File: src/rtl/mem_stage_pkg.sv
package mem_stage_pkg;

    // Instruction field positions decoded by this stage
    localparam int XFER_HI  = 27;
    localparam int XFER_LO  = 26;
    localparam int LOAD_BIT = 20;
    localparam int DEST_HI  = 15;
    localparam int DEST_LO  = 12;

    localparam logic [1:0] XFER_CODE = 2'b01;

    typedef enum logic [1:0] {
        CLS_OTHER = 2'd0,
        CLS_LOAD  = 2'd1,
        CLS_STORE = 2'd2
    } op_class_e;

endpackage

File: src/rtl/ms_classify.sv
module ms_classify
    import mem_stage_pkg::*;
#(
    parameter int INST_W = 32,
    parameter int REG_W  = 4
) (
    input  logic [INST_W-1:0] inst,
    output op_class_e         cls,
    output logic [REG_W-1:0]  dest
);
    logic unused_inst;
    assign unused_inst = ^inst;

    always_comb begin
        if (inst[XFER_HI:XFER_LO] == XFER_CODE) begin
            cls = inst[LOAD_BIT] ? CLS_LOAD : CLS_STORE;
        end else begin
            cls = CLS_OTHER;
        end
        dest = inst[DEST_LO +: REG_W];
    end
endmodule

File: src/rtl/ms_word_ram.sv
module ms_word_ram #(
    parameter int DATA_W = 32,
    parameter int DEPTH  = 64,
    localparam int ADDR_W = $clog2(DEPTH)
) (
    input  logic              clk,
    input  logic              rst_n,
    input  logic              wr_en,
    input  logic [ADDR_W-1:0] wr_addr,
    input  logic [DATA_W-1:0] wr_data,
    input  logic [ADDR_W-1:0] rd_addr,
    output logic [DATA_W-1:0] rd_data
);
    logic [DATA_W-1:0] mem_q [DEPTH];
    logic              collide;

    always_comb begin
        collide = wr_en && (wr_addr == rd_addr);
        rd_data = collide ? wr_data : mem_q[rd_addr];
    end

    always_ff @(posedge clk) begin
        if (!rst_n) begin
            for (int i = 0; i < DEPTH; i++) begin
                mem_q[i] <= '0;
            end
        end else if (wr_en) begin
            mem_q[wr_addr] <= wr_data;
        end
    end

    // a write request leaves its data in the addressed word
    a_r6_write_commits: assert property (@(posedge clk) disable iff (!rst_n)
        wr_en |=> (mem_q[$past(wr_addr)] == $past(wr_data)));
endmodule

File: src/rtl/mem_stage.sv
module mem_stage
    import mem_stage_pkg::*;
#(
    parameter int DATA_W = 32,
    parameter int DEPTH  = 64,
    parameter int INST_W = 32,
    parameter int REG_W  = 4,
    localparam int ADDR_W = $clog2(DEPTH)
) (
    input  logic              clk,
    input  logic              rst_n,
    input  logic              enable,
    input  logic [INST_W-1:0] inst,
    input  logic [DATA_W-1:0] ex_result,
    input  logic              ex_update_rd,
    input  logic              ex_update_pc,
    input  logic [ADDR_W-1:0] rd_addr,
    input  logic              wr_en,
    input  logic [ADDR_W-1:0] wr_addr,
    input  logic [DATA_W-1:0] wr_data,
    output logic              ready,
    output logic              update_rd,
    output logic [DATA_W-1:0] rd_value,
    output logic              fwd_valid,
    output logic [REG_W-1:0]  fwd_reg,
    output logic [DATA_W-1:0] fwd_value
);
    typedef struct packed {
        logic              ready;
        logic              upd;
        logic [DATA_W-1:0] val;
        logic              fv;
        logic [REG_W-1:0]  freg;
        logic [DATA_W-1:0] fval;
    } stage_t;

    stage_t            st_d, st_q;
    op_class_e         cls;
    logic [REG_W-1:0]  dest;
    logic [DATA_W-1:0] mem_word;
    logic              ram_we;

    ms_classify #(.INST_W(INST_W), .REG_W(REG_W)) u_classify (
        .inst (inst),
        .cls  (cls),
        .dest (dest)
    );

    assign ram_we = enable && wr_en;

    ms_word_ram #(.DATA_W(DATA_W), .DEPTH(DEPTH)) u_ram (
        .clk     (clk),
        .rst_n   (rst_n),
        .wr_en   (ram_we),
        .wr_addr (wr_addr),
        .wr_data (wr_data),
        .rd_addr (rd_addr),
        .rd_data (mem_word)
    );

    always_comb begin
        logic              wants;
        logic [DATA_W-1:0] value;
        st_d  = st_q;
        wants = 1'b0;
        value = ex_result;
        unique case (cls)
            CLS_LOAD: begin
                wants = 1'b1;
                value = mem_word;
            end
            CLS_STORE: wants = 1'b0;
            default:   wants = ex_update_rd;
        endcase
        if (ex_update_pc) begin
            wants = 1'b0;
        end
        st_d.ready = enable;
        if (enable) begin
            st_d.upd  = wants;
            st_d.val  = value;
            st_d.fv   = wants;
            st_d.freg = dest;
            st_d.fval = value;
        end
    end

    always_ff @(posedge clk) begin
        if (!rst_n) begin
            st_q <= '0;
        end else begin
            st_q <= st_d;
        end
    end

    assign ready     = st_q.ready;
    assign update_rd = st_q.upd;
    assign rd_value  = st_q.val;
    assign fwd_valid = st_q.fv;
    assign fwd_reg   = st_q.freg;
    assign fwd_value = st_q.fval;

    a_r2_ready_follows: assert property (@(posedge clk) disable iff (!rst_n)
        enable |=> ready);
    a_r2_idle_holds: assert property (@(posedge clk) disable iff (!rst_n)
        !enable |=> (!ready && $stable(rd_value) && $stable(fwd_valid)));
    a_r4_load_tagged: assert property (@(posedge clk) disable iff (!rst_n)
        (enable && cls == CLS_LOAD && !ex_update_pc) |=>
            (fwd_valid && fwd_reg == $past(inst[DEST_LO +: REG_W]) && fwd_value == rd_value));
    a_r5_store_silent: assert property (@(posedge clk) disable iff (!rst_n)
        (enable && cls == CLS_STORE) |=> (!update_rd && !fwd_valid));
    a_r10_redirect_quiet: assert property (@(posedge clk) disable iff (!rst_n)
        (enable && ex_update_pc) |=> (!update_rd && !fwd_valid));
endmodule

File: config.mk
export PLATFORM = sky130hd
export DESIGN_NAME = mem_stage
export DESIGN_NICKNAME = d
export VERILOG_FILES = /design/src/rtl/mem_stage_pkg.sv /design/src/rtl/ms_classify.sv /design/src/rtl/ms_word_ram.sv /design/src/rtl/mem_stage.sv
export SDC_FILE = /design/constraint.sdc
export NUM_CORES = 2
export LEC_CHECK = 0
export CAP_MARGIN = 20
export CORE_MARGIN = 1
export CORE_UTILIZATION = 57
export CTS_CLUSTER_DIAMETER = 50
export DETAILED_ROUTE_END_ITERATION = 8
export PLACE_DENSITY = 0.8
export SLEW_MARGIN = 30
export SYNTH_ARGS = -nofsm -noshare
export SYNTH_HDL_FRONTEND = slang
export SYNTH_HIERARCHICAL = 1
export SYNTH_SLANG_ARGS = --single-unit
File: constraint.sdc
create_clock -name clk -period 7.7 [get_ports clk]
set_input_delay 1.925 -clock clk [delete_from_list [all_inputs] [get_ports clk]]
set_output_delay 1.925 -clock clk [all_outputs]
set_load 0.02 [all_outputs]
# After elaboration in Yosys (flattened, before gate mapping)
# Memories as Yosys holds them, arrays and structs flattened.
# Index checks and enable logic that the tools add are counted.
totals:
  ff_bits: 38
  ramBits: 2048
  input_bits: 114
  elab_cells: 25
  mem_count: 1
mem_list:
  columns: ["memory", "words", "word_bits", "rd", "rd_ports_with_merged_regs", "write_ports", "line_no", "source"]
  rows:
  - ["u_ram.mem_q", 64, 32, 1, 0, 64, "ms_word_ram.sv:14", "logic [DATA_W-1:0] mem_q [DEPTH];"]
classes:
  eq_ne: 4
  mux: 13
  n_reduce_logical: 3
op_table:
  columns: ["op", "count"]
  rows:
  - ["32-bit two-way mux", 3]
  - ["32-bit OR reduction", 1]
  - ["6-bit == test", 1]
  - ["1-bit two-way mux", 6]
  - ["6-bit two-way mux", 1]
  - ["2-bit by 1-bit == test with 1-bit output, second input constant", 2]
  - ["2-bit two-way mux", 2]
  - ["2-bit == test, second input constant", 1]
  - ["1-bit logical AND", 2]
  - ["1-bit case mux with 2 select lines", 1]

# Longest topological paths before layout
logic_depth:
  ltp_word: 6
  depth_mapped: 13
  mapped_depth_nobuf: 8

# Modules after synthesis
# Netlist, hierarchy kept.
modules_own_cells:
  columns: ["module", "instances", "cells_each", "area_per_inst_um2", "seq_area_each_um2"]
  rows:
  - ["ms_word_ram", 1, 6369, 94162.8, 61499.0]
  - ["mem_stage", 1, 199, 1916.8, 760.7]
  - ["ms_classify", 1, 6, 51.3, 0.0]

# Worst setup path after synthesis
# OpenSTA, ideal clock, no wires.
synth_path:
  path_type: "input to register"
  from: "input enable"
  to: "memory u_ram.mem_q[27][0] (enable)"
  t_arrival_ns: 5.484
  required_ns: 7.234
  path_slack_ns: 1.751
  stages: 8
  path_cell_list: "buf_6 > clkbuf_2 > and2_1 > and2_1 > clkbuf_1 > nand4b_1 > clkbuf_1 > o21ai_0"
synth_lines:
  columns: ["element", "line_no", "source"]
  rows:
  - ["start, declared", "mem_stage.sv:12", "input logic enable,"]
  - ["end, declared", "ms_word_ram.sv:14", null]

# Worst setup path in the final report
layout_path:
  from: "input wr_addr[1]"
  to: "register st_q (netlist bit fwd_value[14])"
layout_between:
  elab_chain_cells: 4
layout_lines:
  columns: ["element", "line_no", "source"]
  rows:
  - ["start, declared", "mem_stage.sv:19", "input logic [ADDR_W-1:0] wr_addr,"]
  - ["6-bit == test", "ms_word_ram.sv:18", "collide = wr_en && (wr_addr == rd_addr);"]
  - ["1-bit logical AND", "ms_word_ram.sv:18", null]
  - ["32-bit two-way mux", "ms_word_ram.sv:19", "rd_data = collide ? wr_data : mem_q[rd_addr];"]
  - ["named net mem_word[14]", "mem_stage.sv:40", "logic [DATA_W-1:0] mem_word;"]
  - ["32-bit two-way mux", "mem_stage.sv:67", "unique case (cls)"]
  - ["end signal, assigned", "mem_stage.sv:92", "st_q <= st_d;"]
  - ["end, declared", "mem_stage.sv:37", "stage_t st_d, st_q;"]
# The timed path passes the listed nets, and every way through them passes these cells.
# A chain may end at the register's enable or synchronous reset.

==> impl_metrics.yaml <==
outcome:
  outcome: "complete, no violations"
logic_synthesis:
  synth_nets: 6689
  synth_edf_count: 2048
  ys_ff_latch: 2086
  synth_top_area_cell: "edfxtp_1"
  synth.area.top_cells: "edfxtp_1, and2_1, mux4_2"
  async_flop_share_pct: 0
  ys_types: 57
  ys.flop_type: "edfxtp_1"
  syn-instance-count: 6574
  synth.avg_cell_area_um2: 14.62
  yosysTopAreaCellShare_pct: 63.97
  ys.warnings.count: 6
  ys_seq_area_share_pct: 64.77
  synth.cell_area_um2: 96130
route:
  drt_iter0_drc: 9249
  vias_per_cell: 6.658
  wl_um: 284900
  vias: 58680
  drtAntennaViolNets: 0
  drc: 0
  wl_per_cell_um: 32.33
  firstDrtPassIters: 9
floorplan:
  fp-row-count: 150
  start_util_pct: 57.49
  io_pins: 185
  die_w_um: 412.7
  die_area_um2: 170300
  fp.dieH_um: 412.7
  core_area_um2: 167200
setup_path:
  critPathSlowestCell: "nand2_1"
  reg2reg_from: "u_ram/mem_q[48][15]"
  critPathLaunch: "wr_addr[1]"
  r2r_cells: 8
  worst-r2r-setup-slack_ns: 4.71
  required_ns: 8.47
  arrival_ns: 6.60
  critPathCaptureType: "flip-flop"
  critPathMaxFanout: 15
  rr_endpoint: "fwd_value[15]"
  cp_cell_sequence: "clkdlybuf4s50_1 -> xnor2_1 -> nor3b_1 -> nand4_1 -> nand2_1 -> a21oi_1 -> nor3_1 -> mux2i_1 -> a21oi_1"
  crit_path_frequent_cell: "a21oi_1"
  max_stage_delay_ns: 1.04
  critPathKind: "in -> reg"
  crit_path_start_kind: "input pin"
global_routing:
  grt.total_usage_pct: 33.37
  grt_pass1_vias: 56960
  grt_max_degree: 94
  grt-ovfl-total: 0
  grt_pass1_wl_um: 401700
  grt_antenna_before_repair: 26
finish:
  largest_reg_flops: 2048
  nNetsFinal: 6564
  drive_gt1_share_pct: 15.76
  synthToLayoutAreaGrowth_pct: 10.88
cts:
  tritoncts: "done"
  numCtsBuffers: 200
  clkTransAtPathRegs_ns: 0.06
  h-tree-depth: 4
  clk_path_buf_depth: 3
  clkSinkCount: 2086
  ctsResizeCount: 0
  cts-root-buf: "clkbuf_16"
  cts_hold_buf: 0
  post_cts_buffers: 0
  clock_latency_ns: 0.86
sta:
  setup_tns_ns: 0
  max_slew_margin_pct: 25.90
  setup_violations: 0
  hold_viol_final: 0
  worst_slew_pin_slew_ns: 1.110
  final-max-slew-violation-count: 0
  fmax_mhz: 171.7
  fin_worst_skew_ns: 0.04633
  setup_slack_ns: 1.877
  rsz0062_at_grt: "false"
  fin_crit_sh_pct: 75.62
  period_needed_ns: 5.823
hold_path:
  hold_class: "reg -> reg"
  hold_start: "fwd_reg[0]"
  hold_end: "fwd_reg[0]"
  holdPathStages: 2
run:
  maxCapViolCount: 0
pwr:
  p_leak_nw: 37.85
  p_per_area_nw_per_um2: 232.5
  ir_worst_vdd_mv: 0.2639
placement:
  place_ws_ns: 1.455
  place_congestion: 0.9439
  port_buffers: 159
  dp_hpwl_um: 167600
## stage by stage
step	power, W	util [%]	instance area, um^2	hold slack (ns)	cells
finish	0.02478	63.74	106600	0.5254	8813
global route	0.02528	63.73	106600	0.5418	8804
CTS	0.02474	63.60	106400	0.5294	8796
detailed placement	0.01551	59.92	100200	0.5118	8443
global placement	0.01542	59.68	99800	0.4876	8429
floorplan	0.01461	-	96130	0.5716	6574
## critical path: cells and delay by family
kind	cells	cell delay, ns
compound gates	2	0.53
buf+inv	1	0.86
xor+xnor	1	0.40
mux	1	0.19
simple gates	4	2.65
## cell usage after synthesis (all sizes together), types with 3 or more instances
cell type	instances
a2111oi	7
a211oi	14
a21oi	109
a22o	28
a22oi	180
a31oi	17
a32oi	19
and2	1928
and3	143
buf	206
clkbuf	522
dfxtp	38
edfxtp	2048
mux2	3
mux2i	472
mux4	340
nand2	85
nand2b	37
nand3	40
nand3b	7
nand4	14
nor2	87
nor2b	28
nor3	35
nor3b	5
nor4	15
o21ai	98
o22ai	17
or2	3
or3b	3
xnor2	4
## worst max-delay path by stage
stage                               endpoint  slack [ns]  cells past startpoint
after floorplan           u_ram/mem_q[27][0]        1.75                      8
after global placement          fwd_value[8]        1.41                     10
after detailed placement       fwd_value[14]        1.46                      9
after CTS                      fwd_value[14]        2.33                      9
after global routing           fwd_value[14]        1.97                      9
final                          fwd_value[14]        1.88                      9
## per-layer routing
| layer | vias up | part of all wire, % | GRT usage (%) |
|---|---|---|---|
| met5 | - | 0.031 | 0 |
| met4 | 14 | 7.1 | 20.47 |
| met3 | 909 | 15 | 9.013 |
| met2 | 4679 | 45 | 50.60 |
| met1 | 29310 | 33 | 43.07 |
| li1 | 23770 | - | - |
## cell type report
cell class | count | area (um^2)
Multi-Input combinational cell | 3758 | 31680
Inverter | 2 | 7.507
Clock inverter | 100 | 872.1
Fill cell | 11320 | 60630
Sequential cell | 2086 | 62260
Clock buffer | 253 | 5288
Tap cell | 2204 | 2758
Antenna cell | 9 | 22.52
Timing Repair Buffer | 401 | 3709
## logic make-up after synthesis
kind of cell	Yosys count	synth area share, %
AO/OA/AOI/OAI	500	3.407
XOR/XNOR	6	0.05467
adder cells (fa/ha/maj)	1	0.01301
buffers and inverters	730	3.495
flip-flops	2086	64.77
multiplexers	815	12.92
AND/OR/NAND/NOR	2436	15.35
## report_power, final
part | leakage [nW] | internal [W] | switching (W) | total (W)
registers | 19.8 | 0.0130 | 0.000167 | 0.0132
logic | 15.1 | 0.000719 | 0.00146 | 0.00218
clock network | 3.01 | 0.00521 | 0.00421 | 0.00942
total | 37.9 | 0.0189 | 0.00583 | 0.0248
## cell usage in the layout, fill, tap and decap left out, types with 30 or more instances in the layout
| cell type | count |
|---|---|
| dfxtp_1 | 38 |
| and3_1 | 142 |
| buf_4 | 217 |
| edfxtp_1 | 2048 |
| o21ai_0 | 32 |
| clkdlybuf4s50_1 | 120 |
| clkinv_2 | 30 |
| nand3_1 | 40 |
| buf_2 | 32 |
| clkbuf_1 | 48 |
| a21oi_1 | 108 |
| mux4_2 | 340 |
| nand2b_1 | 32 |
| nor2_4 | 38 |
| nand2_1 | 84 |
| nor3_1 | 33 |
| clkinv_1 | 42 |
| a22oi_1 | 180 |
| o21ai_4 | 61 |
| clkbuf_16 | 203 |
| mux2i_1 | 472 |
| and2_1 | 1926 |
Note: power is estimated with default switching activity, not from simulation.
